[src/rtl/phy_mgmt_pkg.sv]
package phy_mgmt_pkg;

    localparam int MGMT_AW   = 5;
    localparam int MGMT_DW   = 16;
    localparam int MGMT_NREG = 16;
    localparam int MGMT_IXW  = $clog2(MGMT_NREG);

    // register indices with special behaviour
    localparam int IX_CTRL    = 0;
    localparam int IX_STAT    = 1;
    localparam int IX_ID_HI   = 2;
    localparam int IX_ID_LO   = 3;
    localparam int IX_ADV     = 4;
    localparam int IX_PARTNER = 5;

    localparam int CTRL_RST_POS  = 15;
    localparam int STAT_LINK_POS = 2;

    localparam logic [MGMT_DW-1:0] PARTNER_UP_SET    = 16'h01E1;
    localparam logic [MGMT_DW-1:0] PARTNER_DOWN_KEEP = 16'h01FF;

    typedef enum logic [1:0] {
        ACC_NONE,
        ACC_REG,
        ACC_FOREIGN,
        ACC_OUTSIDE
    } acc_kind_e;

    typedef struct packed {
        acc_kind_e           kind;
        logic [MGMT_IXW-1:0] idx;
    } acc_t;

    function automatic logic [MGMT_DW-1:0] reg_default(input int i);
        case (i)
            IX_CTRL:  return 16'h1000;
            IX_STAT:  return 16'h7848;
            IX_ID_HI: return 16'h2000;
            IX_ID_LO: return 16'h5C90;
            IX_ADV:   return 16'h01E1;
            default:  return '0;
        endcase
    endfunction

    function automatic logic [MGMT_DW-1:0] link_overlay(
        input logic [MGMT_DW-1:0] v,
        input int                 i,
        input logic               up
    );
        logic [MGMT_DW-1:0] r;
        r = v;
        if (i == IX_STAT) begin
            r[STAT_LINK_POS] = up;
        end else if (i == IX_PARTNER) begin
            r = up ? (v | PARTNER_UP_SET) : (v & PARTNER_DOWN_KEEP);
        end
        return r;
    endfunction

endpackage

[src/rtl/phy_mgmt_decode.sv]
module phy_mgmt_decode
    import phy_mgmt_pkg::*;
#(
    parameter int ADDR_W   = MGMT_AW,
    parameter int NREG     = MGMT_NREG,
    parameter int PHY_ADDR = 1
) (
    input  logic              en,
    input  logic [ADDR_W-1:0] phy,
    input  logic [ADDR_W-1:0] ra,
    output acc_t              acc
);

    localparam int IX_W = $clog2(NREG);
    localparam logic [ADDR_W-1:0] OWN_PHY = PHY_ADDR[ADDR_W-1:0];
    localparam logic [ADDR_W:0]   REG_LIM = NREG[ADDR_W:0];

    always_comb begin
        acc.idx = ra[IX_W-1:0];
        if (!en) begin
            acc.kind = ACC_NONE;
        end else if (phy != OWN_PHY) begin
            acc.kind = ACC_FOREIGN;
        end else if ({1'b0, ra} >= REG_LIM) begin
            acc.kind = ACC_OUTSIDE;
        end else begin
            acc.kind = ACC_REG;
        end
    end

endmodule

[src/rtl/phy_mgmt_bank.sv]
module phy_mgmt_bank
    import phy_mgmt_pkg::*;
#(
    parameter int NREG = MGMT_NREG
) (
    input  logic                      clk,
    input  logic                      rst,
    input  logic                      link_up,
    input  acc_t                      wr,
    input  logic [MGMT_DW-1:0]        wr_data,
    output logic [NREG*MGMT_DW-1:0]   regs_flat
);

    logic [MGMT_DW-1:0] regs_q [NREG];
    logic [MGMT_DW-1:0] regs_d [NREG];
    logic               link_q;
    logic               soft_rst;
    logic               wr_hit;

    always_comb begin
        wr_hit   = (wr.kind == ACC_REG);
        soft_rst = wr_hit && (int'(wr.idx) == IX_CTRL) && wr_data[CTRL_RST_POS];

        for (int i = 0; i < NREG; i++) begin
            regs_d[i] = regs_q[i];
        end

        if (wr_hit && !soft_rst) begin
            case (int'(wr.idx))
                IX_STAT, IX_ID_HI, IX_ID_LO: ;
                default: regs_d[wr.idx] = wr_data;
            endcase
        end

        if (soft_rst) begin
            for (int i = 0; i < NREG; i++) begin
                regs_d[i] = link_overlay(reg_default(i), i, link_up);
            end
        end else if (link_up != link_q) begin
            for (int i = 0; i < NREG; i++) begin
                regs_d[i] = link_overlay(regs_d[i], i, link_up);
            end
        end
    end

    always_ff @(posedge clk) begin
        link_q <= link_up;
        if (rst) begin
            for (int i = 0; i < NREG; i++) begin
                regs_q[i] <= link_overlay(reg_default(i), i, link_up);
            end
        end else begin
            for (int i = 0; i < NREG; i++) begin
                regs_q[i] <= regs_d[i];
            end
        end
    end

    for (genvar g = 0; g < NREG; g++) begin : g_flat
        assign regs_flat[g*MGMT_DW +: MGMT_DW] = regs_q[g];
    end

endmodule

[src/rtl/phy_mgmt_rdport.sv]
module phy_mgmt_rdport
    import phy_mgmt_pkg::*;
#(
    parameter int NREG = MGMT_NREG
) (
    input  logic                    clk,
    input  logic                    rst,
    input  acc_t                    rd,
    input  logic [NREG*MGMT_DW-1:0] regs_flat,
    output logic [MGMT_DW-1:0]      rd_data,
    output logic                    rd_valid
);

    always_ff @(posedge clk) begin
        if (rst) begin
            rd_valid <= 1'b0;
            rd_data  <= '0;
        end else begin
            rd_valid <= (rd.kind != ACC_NONE);
            case (rd.kind)
                ACC_REG:     rd_data <= regs_flat[int'(rd.idx)*MGMT_DW +: MGMT_DW];
                ACC_FOREIGN: rd_data <= '1;
                ACC_OUTSIDE: rd_data <= '0;
                default:     rd_data <= rd_data;
            endcase
        end
    end

endmodule

[src/rtl/phy_mgmt_regfile.sv]
module phy_mgmt_regfile
    import phy_mgmt_pkg::*;
#(
    parameter int ADDR_W   = MGMT_AW,
    parameter int DATA_W   = MGMT_DW,
    parameter int PHY_ADDR = 1
) (
    input  logic              clk,
    input  logic              rst,
    input  logic              wr_en,
    input  logic [ADDR_W-1:0] wr_phy,
    input  logic [ADDR_W-1:0] wr_reg,
    input  logic [DATA_W-1:0] wr_data,
    input  logic              rd_en,
    input  logic [ADDR_W-1:0] rd_phy,
    input  logic [ADDR_W-1:0] rd_reg,
    output logic [DATA_W-1:0] rd_data,
    output logic              rd_valid,
    input  logic              link_up
);

    localparam int NREG = MGMT_NREG;

    acc_t                     wr_acc;
    acc_t                     rd_acc;
    logic [NREG*DATA_W-1:0]   regs_flat;

    phy_mgmt_decode #(.ADDR_W(ADDR_W), .NREG(NREG), .PHY_ADDR(PHY_ADDR)) i_wr_dec (
        .en  (wr_en),
        .phy (wr_phy),
        .ra  (wr_reg),
        .acc (wr_acc)
    );

    phy_mgmt_decode #(.ADDR_W(ADDR_W), .NREG(NREG), .PHY_ADDR(PHY_ADDR)) i_rd_dec (
        .en  (rd_en),
        .phy (rd_phy),
        .ra  (rd_reg),
        .acc (rd_acc)
    );

    phy_mgmt_bank #(.NREG(NREG)) i_bank (
        .clk       (clk),
        .rst       (rst),
        .link_up   (link_up),
        .wr        (wr_acc),
        .wr_data   (wr_data),
        .regs_flat (regs_flat)
    );

    phy_mgmt_rdport #(.NREG(NREG)) i_rdport (
        .clk       (clk),
        .rst       (rst),
        .rd        (rd_acc),
        .regs_flat (regs_flat),
        .rd_data   (rd_data),
        .rd_valid  (rd_valid)
    );

endmodule

[config.mk]
export PLATFORM = sky130hd
export DESIGN_NAME = phy_mgmt_regfile
export DESIGN_NICKNAME = d
export VERILOG_FILES = /design/src/rtl/phy_mgmt_pkg.sv /design/src/rtl/phy_mgmt_decode.sv /design/src/rtl/phy_mgmt_bank.sv /design/src/rtl/phy_mgmt_rdport.sv /design/src/rtl/phy_mgmt_regfile.sv
export SDC_FILE = /design/constraint.sdc
export NUM_CORES = 1
export LEC_CHECK = 0
export ABC_AREA = 0
export BUFFER_PORTS_ARGS = -buffer_cell sky130_fd_sc_hd__buf_4
export CAP_MARGIN = 15
export CORE_ASPECT_RATIO = 0.75
export CORE_MARGIN = 2
export CORE_UTILIZATION = 61
export DETAILED_ROUTE_END_ITERATION = 12
export GPL_TIMING_DRIVEN = 0
export PLACE_DENSITY = 0.79
export SYNTH_ARGS = -nofsm -noshare
export SYNTH_HDL_FRONTEND = slang
export SYNTH_SLANG_ARGS = --single-unit
[constraint.sdc]
create_clock -name clk -period 3.4 [get_ports clk]
set_clock_uncertainty 0.2 [all_clocks]
set_input_delay 0.17 -clock clk [delete_from_list [all_inputs] [get_ports clk]]
set_output_delay 0.17 -clock clk [all_outputs]
set_load 0.02 [all_outputs]
Yosys cells after proc, flatten, opt, wreduce, memory -nomap -nowiden
Memories as Yosys holds them, arrays and structs flattened.
Index checks and enable logic that the tools add are counted.
- output and inout port bits: 17
- memory bits (writable): 256
- register bits: 18
- word-level logic and storage cells: 88
- input port bits: 41
- memories kept: 1
- memory list (name ; depth ; bits a word ; rd ports ; clocked after Yosys merged registers in ; write ports ; line ; text):
    i_bank.regs_q ; 16 ; 16 ; 16 ; 0 ; 16 ; phy_mgmt_bank.sv:14 ; logic [MGMT_DW-1:0] regs_q [NREG];
- reduce and logical (&&, ||, !) cells: 9
- eq/ne operators: 10
- magnitude comparators: 4
- mux-type cells: 43
- bitwise gates (word level): 17
- shifts and indexed selects: 1
- operators by type and width (cell ; count):
    256-bit two-way mux ; 3
    16-bit two-way mux ; 25
    256-bit bitwise mux ; 1
    256-bit by 9-bit variable part select with 16-bit output ; 1
    227-bit two-way mux ; 1
    16-bit demux with 4-bit select ; 1
    16-bit case mux with 3 select lines ; 1
    1-bit bitwise OR ; 16
    5-bit >= comparator, second input constant ; 3
    2-bit two-way mux ; 6
    5-bit by 1-bit inequality test with 1-bit output, second input constant ; 2
    9-bit two-way mux ; 1
    4-bit by 2-bit equality test with 1-bit output, second input constant ; 2
    5-bit by 1-bit < comparator with 1-bit output, second input constant ; 1
    4-bit NOT with 5-bit output ; 1
    2-bit by 1-bit equality test with 1-bit output, second input constant ; 2
    2-bit equality test, second input constant ; 2
    4-bit by 1-bit equality test with 1-bit output, second input constant ; 1
    1-bit logical AND ; 4
    4-bit logical NOT ; 1
    1-bit two-way mux ; 4
    3-bit nonzero test ; 1
    3-bit OR reduction ; 1
    2-bit nonzero test ; 1
    2 further kinds ; 2

Longest topological paths before layout
Gate-level depths: netlist (run 1).
- word-level depth: 14
- depth in mapped cells: 7
- gate-level depth less buffers: 4

Cells and area by module
Synthesis (run 1) repeated with hierarchy kept, for this count alone.
- cells, all modules: 1230
- area total of the unflattened synthesis: 12326.8 um^2
- by module, submodules not included (module ; area an instance (um^2) ; seq. area each (um^2) ; cells an instance ; times used):
    phy_mgmt_bank ; 9590.4 ; 5154.9 ; 1034 ; 1
    phy_mgmt_rdport ; 2608.8 ; 340.3 ; 178 ; 1
    phy_mgmt_decode ; 63.8 ; 0.0 ; 9 ; 2

Worst setup path after synthesis (run 1)
Ideal clock, no wire load.
- kind: input to register
- from: input rd_reg[0]
- to: register i_rdport.rd_data[0]
- setup slack: 1.552 ns
- data required time: 3.062 ns
- data arrival time: 1.511 ns
- setup time: 0.138 ns
- stages on the path: 5
- buffers on the path: 2
- cells stage by stage: buf_2 > buf_2 > mux4_2 > a22oi_1 > o221ai_1
- cells in the longest elaborated chain, start to end: 6
- elaborated cells on any way between the ends: 10
- classes of those cells: 1 x order compare; 3 x eq/ne; 1 x shift; 4 x mux; 1 x reduce/logical
- RTL lines (element ; line ; text):
    start, declared ; phy_mgmt_regfile.sv:16 ; input logic [ADDR_W-1:0] rd_reg,
    5-bit >= comparator ; phy_mgmt_decode.sv:24 ; end else if ({1'b0, ra} >= REG_LIM) begin
    2-bit two-way mux ; phy_mgmt_decode.sv:24 ;
    2-bit two-way mux ; phy_mgmt_decode.sv:22 ; end else if (phy != OWN_PHY) begin
    2-bit two-way mux ; phy_mgmt_decode.sv:20 ; if (!en) begin
    2-bit equality test or 2-bit by 1-bit equality test with 1-bit output (tied branches) ; phy_mgmt_rdport.sv:20 ; case (rd.kind)
    16-bit case mux with 3 select lines or 3-bit nonzero test (tied branches) ; - ;
    end signal, assigned ; phy_mgmt_rdport.sv:21 ; ACC_REG: rd_data <= regs_flat[int'(rd.idx)*MGMT_DW +: MGMT_DW];
    end signal, assigned ; phy_mgmt_rdport.sv:24 ; default: rd_data <= rd_data;
    end, declared ; phy_mgmt_rdport.sv:10 ; output logic [MGMT_DW-1:0] rd_data,
Several ways; a longest one is shown, not always the timed one.
A chain may end at the register's enable or synchronous reset.

Worst setup path after layout (run 1)
- from: input rd_reg[2]
- to: register i_rdport.rd_data[3]
Same word-level chain as after synthesis.

==> summary.txt, run 1 <==
Cells and area
  – Filler cell count: approximately 1300
  – Most common cell after layout, fill and taps aside: dfxtp_1
  – Diode count: 0
  – Share of cells above drive strength 1: between 20% and 30%
  – Final nets: between 1000 and 1500
  – Layout area overhead: 15.5%
  – Most frequent cells in the layout: 273 x dfxtp_1, 212 x mux2i_1, 192 x nor2_1

STA
  – F_max: 466 MHz
  – Final hold vios: 0
  – Final period util: 63.1%
  – Final Critical Period: 2140 ps
  – Setup_tns: 0 ps
  – Worst slew margin: 26.9%
  – # setup viols final: 0
  – RSZ-0062 raised after global routing: no
  – Worst-Margin Slew: 1100 ps
  – Final Slew Violations: 0

Place
  – Port Buffer Count: 54
  – Post-DP HPWL: between 20000 and 25000 um
  – Placer Congestion: 0.925

Synthesis
  – Average size of a mapped cell: 11.4 um2
  – Synthesis Warnings: 0
  – Synth cell types: 38
  – Post-synth EDFFs: 1
  – Main flop type after synthesis: dfxtp_1
  – Ys async rst share: 0%
  – Syn nets: between 1000 and 1500
  – Cells after synthesis: between 1000 and 1500
  – Yosys reg bits: between 200 and 300
  – Seq/Total Area, Yosys: about 48%
  – Synth Cell Area: 11500 um2

Worst hold path
  – Hold endpoint: i_bank.regs_q[0][97]
  – Hold path start: wr_reg[0]
  – Worst hold path class: in2reg
  – Hold depth: 5

Run status
  – Status: completed

Clock network
  – CTS root buffer: clkbuf_16
  – Clock sinks: ~270
  – CTS tree: done
  – H-tree Lvls: 1
  – Cts repair resizes: 0
  – Latest clock arrival within the worst-skew pair: between 500 and 600 ps
  – Maximum clock path buffer count: 3
  – Clock-pin slew on the worst setup and hold paths: 60 ps
  – Num CTS Buffers: 25

Power and ir drop
  – Comb pwr share: about 6.6%
  – Switching share of power: approximately 23%
  – PwrDens: 515 nW/um2
  – Total power: about 6800 uW
  – Clk pwr share: between 40% and 50%
  – Sequential share of power: a little under half
  – Worst vdd ir: about 380 uV
  – Net switching power: approximately 1600 uW
  – Pint: between 5000 and 6000 uW
  – Pleak: about 0.0063 uW

Global route
  – Total global routing overflow: 0
  – Largest net degree at the start of global routing: 17
  – Vias in the first global route: 7920
  – Global-route wire length before repair: between 40000 and 50000 um
  – Initial antenna violation count: 0
  – GRT Overall Usage: 32.9%

Worst setup path
  – Critical Path Source Type: primary input
  – R2R cell count: 3
  – Critical path type: in2reg
  – Worst flop-to-flop path endpoint: i_rdport.rd_data[0]
  – R2R Setup Slk: ~1800 ps
  – Crit path DAT: around 2400 ps
  – Crit Path Max Fanout: 10
  – CP Data Required Time: roughly 3600 ps
  – RR Startpoint: i_bank.regs_q[1][64]
  – Worst setup EP type: flop

Detailed routing
  – Drt drc: 0
  – Antenna viol nets, final: 0
  – First DRT Iteration DRCs: approximately 900
  – Via count: a little over 8000
  – DRT Pass-1 Iters: 7
  – WL/cell: 23.6 um
  – DR vias/cell: between 6 and 7
  – Total Wirelength: around 32000 um

Floorplanning
  – Die width: roughly 160 um
  – Die Y-Extent: ~120 um
  – Core Area: approximately 19000 um2
  – Die area: between 20000 and 25000 um2
  – IO Count: 58
  – FP Rows: 43
  – Starting Density: between 60% and 70%

Flow run
  – Maxcap violations: 0
==> per-layer routing <==
| metal | part of all wire (%) | vias up | routed length (um) | GRT usage [%] |
|---|---|---|---|---|
| met5 | 0 | - | 0 | 0 |
| met1 | 45 | 4053 | 14600 | 48.5 |
| met3 | 10 | 64 | 3270 | 6.57 |
| met2 | 42 | 433 | 13700 | 49.6 |
| li1 | - | 3761 | - | - |
| met4 | 2.5 | 0 | 823 | 9.29 |
==> power by group through the flow <==
stage,clock network [uW],logic [uW],registers [uW]
after CTS,3140,441,3250
after global routing,3270,467,3250
final,3150,450,3250
after global placement,0,419,3320
after floorplan,0,220,3330
after detailed placement,0,423,3320
==> worst max-delay path by stage <==
stage,from,to,slack (ps),cells past startpoint
after CTS,wr_data[15],i_bank.regs_q[0][33],1330,6
after global placement,rd_reg[2],i_rdport.rd_data[3],900,6
after detailed placement,rd_reg[2],i_rdport.rd_data[3],900,6
after global routing,wr_data[15],i_bank.regs_q[0][34],1210,6
final,rd_reg[2],i_rdport.rd_data[3],1260,6
after floorplan,rd_reg[0],i_rdport.rd_data[0],1550,5
==> flip-flops by register name (all words and copies together) (netlist names) <==
name	flops
i_bank.link_q	1
i_bank.regs_q	256
i_rdport.rd_data	16
i_rdport.rd_valid	1
==> area by class of cell <==
type	instances	area (um2)	share of cell area, %
timing repair buffer	71	576	4.33
clock inverter	12	239	1.80
multi-input combinational	643	5510	41.4
sequential	274	5500	41.3
inverter	5	18.8	0.141
clock buffer	32	662	4.98
tap	247	309	2.32
buffer	87	492	3.70
==> per-stage QoR <==
step                utilization [%]  std cells  area (um2)  worst slack [ps]  hold slack [ps]
floorplan                         -       1009       11500              1550            -2.28
global placement               66.1       1310       12200               900              124
detailed placement             66.1       1310       12200               895              125
CTS                            71.9       1371       13300              1330             68.3
global route                   71.9       1371       13300              1210             89.1
finish                         71.9       1371       13300              1260             77.7
==> cells by family (layout without fill, tap and decap cells) <==
logic type | after synthesis | count (layout) | synth area share (%)
multiplexers | 276 | 276 | 30.9
flip-flops | 274 | 274 | 47.7
buffers and inverters | 92 | 207 | 4.43
AND/OR/NAND/NOR | 297 | 297 | 12.9
XOR/XNOR | 1 | 1 | 0.0761
AO/OA/AOI/OAI | 69 | 69 | 3.94
==> synthesized netlist by cell type (all sizes together), types with 2 or more instances <==
cell	count	area [um2]
nand2b	13	81.3
o221ai	16	140
nor2	194	733
nor2b	4	25.0
buf	54	368
and4	2	17.5
inv	4	15.0
o21ai	7	35.0
dfxtp	273	5470
and2	36	225
clkbuf	33	124
a21oi	28	140
nand4	11	208
a22oi	16	120
mux4	64	1440
mux2i	212	2120
nand2	29	109
nor3b	2	20.0
==> critical path: stages <==
cell	delay [ps]
buf_2	260
clkbuf_1	730
inv_1	330
nor2_1	570
a22oi_1	200
o221ai_1	120
==> what timing repair did <==
item,in CTS,in global routing
hold buffers,17,0
endpoints found under the hold margin,49,0
buffers inserted,0,0
(Power assumes the default switching activity.)
==> inputs of run 2 (changes only) <==
--- a/config.mk
+++ b/config.mk
@@ -5,15 +5,15 @@
 export SDC_FILE = /design/constraint.sdc
 export NUM_CORES = 1
 export LEC_CHECK = 0
-export ABC_AREA = 0
+export ABC_AREA = 1
 export BUFFER_PORTS_ARGS = -buffer_cell sky130_fd_sc_hd__buf_4
 export CAP_MARGIN = 15
 export CORE_ASPECT_RATIO = 0.75
 export CORE_MARGIN = 2
-export CORE_UTILIZATION = 61
+export CORE_UTILIZATION = 56
 export DETAILED_ROUTE_END_ITERATION = 12
 export GPL_TIMING_DRIVEN = 0
-export PLACE_DENSITY = 0.79
+export PLACE_DENSITY = 0.77
 export SYNTH_ARGS = -nofsm -noshare
 export SYNTH_HDL_FRONTEND = slang
 export SYNTH_SLANG_ARGS = --single-unit
==> constraint.sdc (replaced) <==
create_clock -name clk -period 1.8 [get_ports clk]
set_clock_uncertainty 0.2 [all_clocks]
set_input_delay 0.09 -clock clk [delete_from_list [all_inputs] [get_ports clk]]
set_output_delay 0.09 -clock clk [all_outputs]
set_load 0.02 [all_outputs]
==> summary.txt, run 2 <==
Cells and area
  – Most common cell after layout, fill and taps aside: nand2_1
  – Filler cell count: 2002 (+54%)
  – Largest register FFs: 256 (unchanged)
  – Most frequent cells in the layout: 565 x nand2_1, 333 x nor2_1, 273 x dfxtp_1
  – Biggest regs: i_bank.regs_q x256, i_rdport.rd_data x16
  – Most flop-heavy register: i_bank.regs_q
  – Diode count: 0 (unchanged)
  – Final nets: 2144 (+87%)
  – Share of cells above drive strength 1: 8.80% (-11 points)
  – Layout area overhead: 16.7%

Synthesis
  – Cells after synthesis: 1989 (+97%)
  – Yosys top cell by area: dfxtp_1
  – Synth cell types: 28 (-26%)
  – Post-synth EDFFs: 1 (unchanged)
  – Top-count cell post-synth: nand2_1
  – Yosys reg bits: 274 (unchanged)
  – Average size of a mapped cell: 6.37 um2 (-44%)
  – Syn nets: 2030 (+93%)
  – Synth top area share: 43.1% (-4.3 points)
  – Area contributors post-synth: dfxtp_1 43%, nand2_1 17%, nor2_1 10%, nand3_1 9.4%, inv_1 7.7%
  – Main flop type after synthesis: dfxtp_1
  – Ys async rst share: 0% (unchanged)
  – Seq/Total Area, Yosys: 43.4% (-4.3 points)
  – Synth Cell Area: 12700 um2 (+10%)
  – Top cells by count, synth: 565 x nand2_1, 336 x nor2_1, 273 x dfxtp_1
  – Synthesis Warnings: 0 (unchanged)

Place
  – Dpl ws: -709 ps (-1600 ps)
  – Port Buffer Count: 53 (-1.9%)
  – Post-DP HPWL: 32900 um (+48%)
  – Placer Congestion: 1.04 (+12%)

Clock network
  – Latest clock arrival within the worst-skew pair: 560 ps (+20 ps)
  – Maximum clock path buffer count: 3 (unchanged)
  – Clock-pin slew on the worst setup and hold paths: 70 ps (about the same)
  – Post-CTS Hold Fix Bufs: 29 (+12)
  – CTS tree: done
  – H-tree Lvls: 1 (unchanged)
  – Clock sinks: 274 (unchanged)
  – Num CTS Buffers: 27 (+8.0%)
  – CTS root buffer: clkbuf_16

STA
  – Worst slew margin: 18.8% (-8.1 points)
  – # setup viols final: 1 (+1)
  – Final hold vios: 19 (+19)
  – Setup slack after layout: -3.81 ps (-1260 ps)
  – Worst-Margin Slew: 1220 ps (+122 ps)
  – F_max: 554 MHz
  – Final Critical Period: between 1500 and 2000 ps
  – Final period util: 100%
  – Final Slew Violations: 0 (unchanged)
  – Min Hold Slack: -273 ps (-350 ps)
  – RSZ-0062 raised after global routing: no

Floorplanning
  – Die width: 178 um (+9.2%)
  – Die area: 23900 um2 (+19%)
  – Die Y-Extent: 134 um (+9.2%)
  – Starting Density: 57.3% (-4.9 points)
  – FP Rows: 47 (+9.3%)
  – IO Count: 58 (unchanged)
  – Core Area: 22100 um2 (+19%)

Power and ir drop
  – Comb pwr share: 10.2% (+3.6 points)
  – Pint: 10000 uW (+89%)
  – Worst vdd ir: 735 uV (+95%)
  – Switching share of power: 26.4% (+3.8 points)
  – PwrDens: 922 nW/um2 (+79%)
  – Total power: 13600 uW (+99%)
  – Sequential share of power: 45.0% (-2.5 points)
  – Net switching power: 3600 uW (+130%)
  – Pleak: 0.00732 uW (+16%)
  – Clk pwr share: 44.8% (-1.1 points)

Worst setup path
  – Crit Path Max Fanout: 10 (unchanged)
  – CP Data Required Time: 2080 ps (-1560 ps)
  – RR Startpoint: i_bank.regs_q[1][125]
  – Critical path type: in2reg
  – Crit path DAT: 2080 ps (-310 ps)
  – Worst setup path start: rd_reg[1]
  – Worst setup EP type: flop
  – Critical Path Source Type: primary input

Flow run
  – Maxcap violations: 0 (unchanged)

Global route
  – Grt met2 use: 53.7% (+4.2 points)
  – Largest net degree at the start of global routing: 16 (-1)
  – Met3 Resource Use GR: 9.13% (+2.6 points)
  – Initial antenna violation count: 0 (unchanged)
  – Met1 Usage GRT: 54.3% (+5.8 points)
  – Vias in the first global route: 11900 (+50%)
  – Most Crowded Layer GR: met1
  – GRT Overall Usage: 38.2% (+5.3 points)
  – Total global routing overflow: 0 (unchanged)
  – Global-route wire length before repair: 68100 um (+41%)

Detailed routing
  – First DRT Iteration DRCs: 1960 (+110%)
  – Antenna viol nets, final: 0 (unchanged)
  – Total Wirelength: 46200 um (+43%)
  – Drt drc: 0 (unchanged)
  – DR vias/cell: 5.55 (-8.5%)
  – WL/cell: 19.1 um (-19%)
  – Via count: 13408 (+61%)
  – DRT Pass-1 Iters: 7 (unchanged)

Worst hold path
  – Worst hold path class: in2reg
  – Hold path start: wr_reg[1]

Run status
  – Failing checks: hold timing, setup timing
  – Status: complete, but fails checks
-- run 2: power groups by stage --
stage / Clock [uW] / Sequential (uW) / Combinational [uW]
finish: 6110 / 6130 / 1390
detailed placement: 0 / 6270 / 1240
global placement: 0 / 6270 / 1230
floorplan: 0 / 6300 / 646
global route: 6330 / 6130 / 1440
CTS: 6070 / 6130 / 1300
-- run 2: logic make-up (layout without fill, tap and decap cells) --
group,after synthesis,in the layout,synth area share [%]
buffers and inverters,399,534,12.4
AO/OA/AOI/OAI,161,161,7.06
flip-flops,274,274,43.4
AND/OR/NAND/NOR,1155,1155,37.1
-- run 2: per-layer routing --
metal | up-vias | wire length [um]
li1 | 6289 | -
met3 | 160 | 6490
met1 | 6052 | 18900
met2 | 907 | 18200
met5 | - | 0
met4 | 0 | 2690
-- run 2: worst paths after layout --
kind | end | slack (ps) | depth (start not counted)
worst min-delay path | i_bank.regs_q[1][0] | -270 | 4
worst max-delay path | i_rdport.rd_data[6] | -4 | 9
worst max register to register | i_rdport.rd_data[13] | 120 | 8
worst min register to register | i_bank.regs_q[0][28] | 230 | 2
-- run 2: final cells by class --
cell class	instances	area, um2	area share [%]
multi-input cells	1316	5640	38.1
well taps	294	368	2.49
flip-flops and latches	274	5500	37.2
clock buffers	36	791	5.35
repair buffers	86	724	4.90
plain buffers	135	612	4.14
clock inverters	14	165	1.12
inverters	263	991	6.70
-- run 2: repair_timing --
action | 4_1_cts | 5_1_grt
buffers inserted | 0 | 3
setup endpoints to repair | 9 | 228
resized for setup | 4 | 34
hold endpoints to repair | 104 | 17
pin swaps | 0 | 3
gates cloned | 0 | 1
-- run 2: stage by stage --
| stage | instance area, um2 | util, % | TNS (ps) | instances | hold slack, ps |
|---|---|---|---|---|---|
| 2_1_floorplan | 12700 | - | 0 | 1989 | -82.3 |
| 3_3_place_gp | 13400 | 60.8 | -34630 | 2336 | 31.1 |
| 3_5_place_dp | 13400 | 60.8 | -42520 | 2336 | 29.6 |
| 4_1_cts | 14700 | 66.4 | 0 | 2415 | -278 |
| 5_1_grt | 14800 | 66.9 | 0 | 2418 | -271 |
| 6_report | 14800 | 66.9 | -3.81 | 2418 | -273 |
-- run 2: worst max-delay path: stages --
cell and delay (ps):
buf_4 120, buf_2 260, buf_1 650, nand3_1 250, nand3_1 230, nand3_1 100
nand2_1 160, nand2_1 90, a21oi_1 130
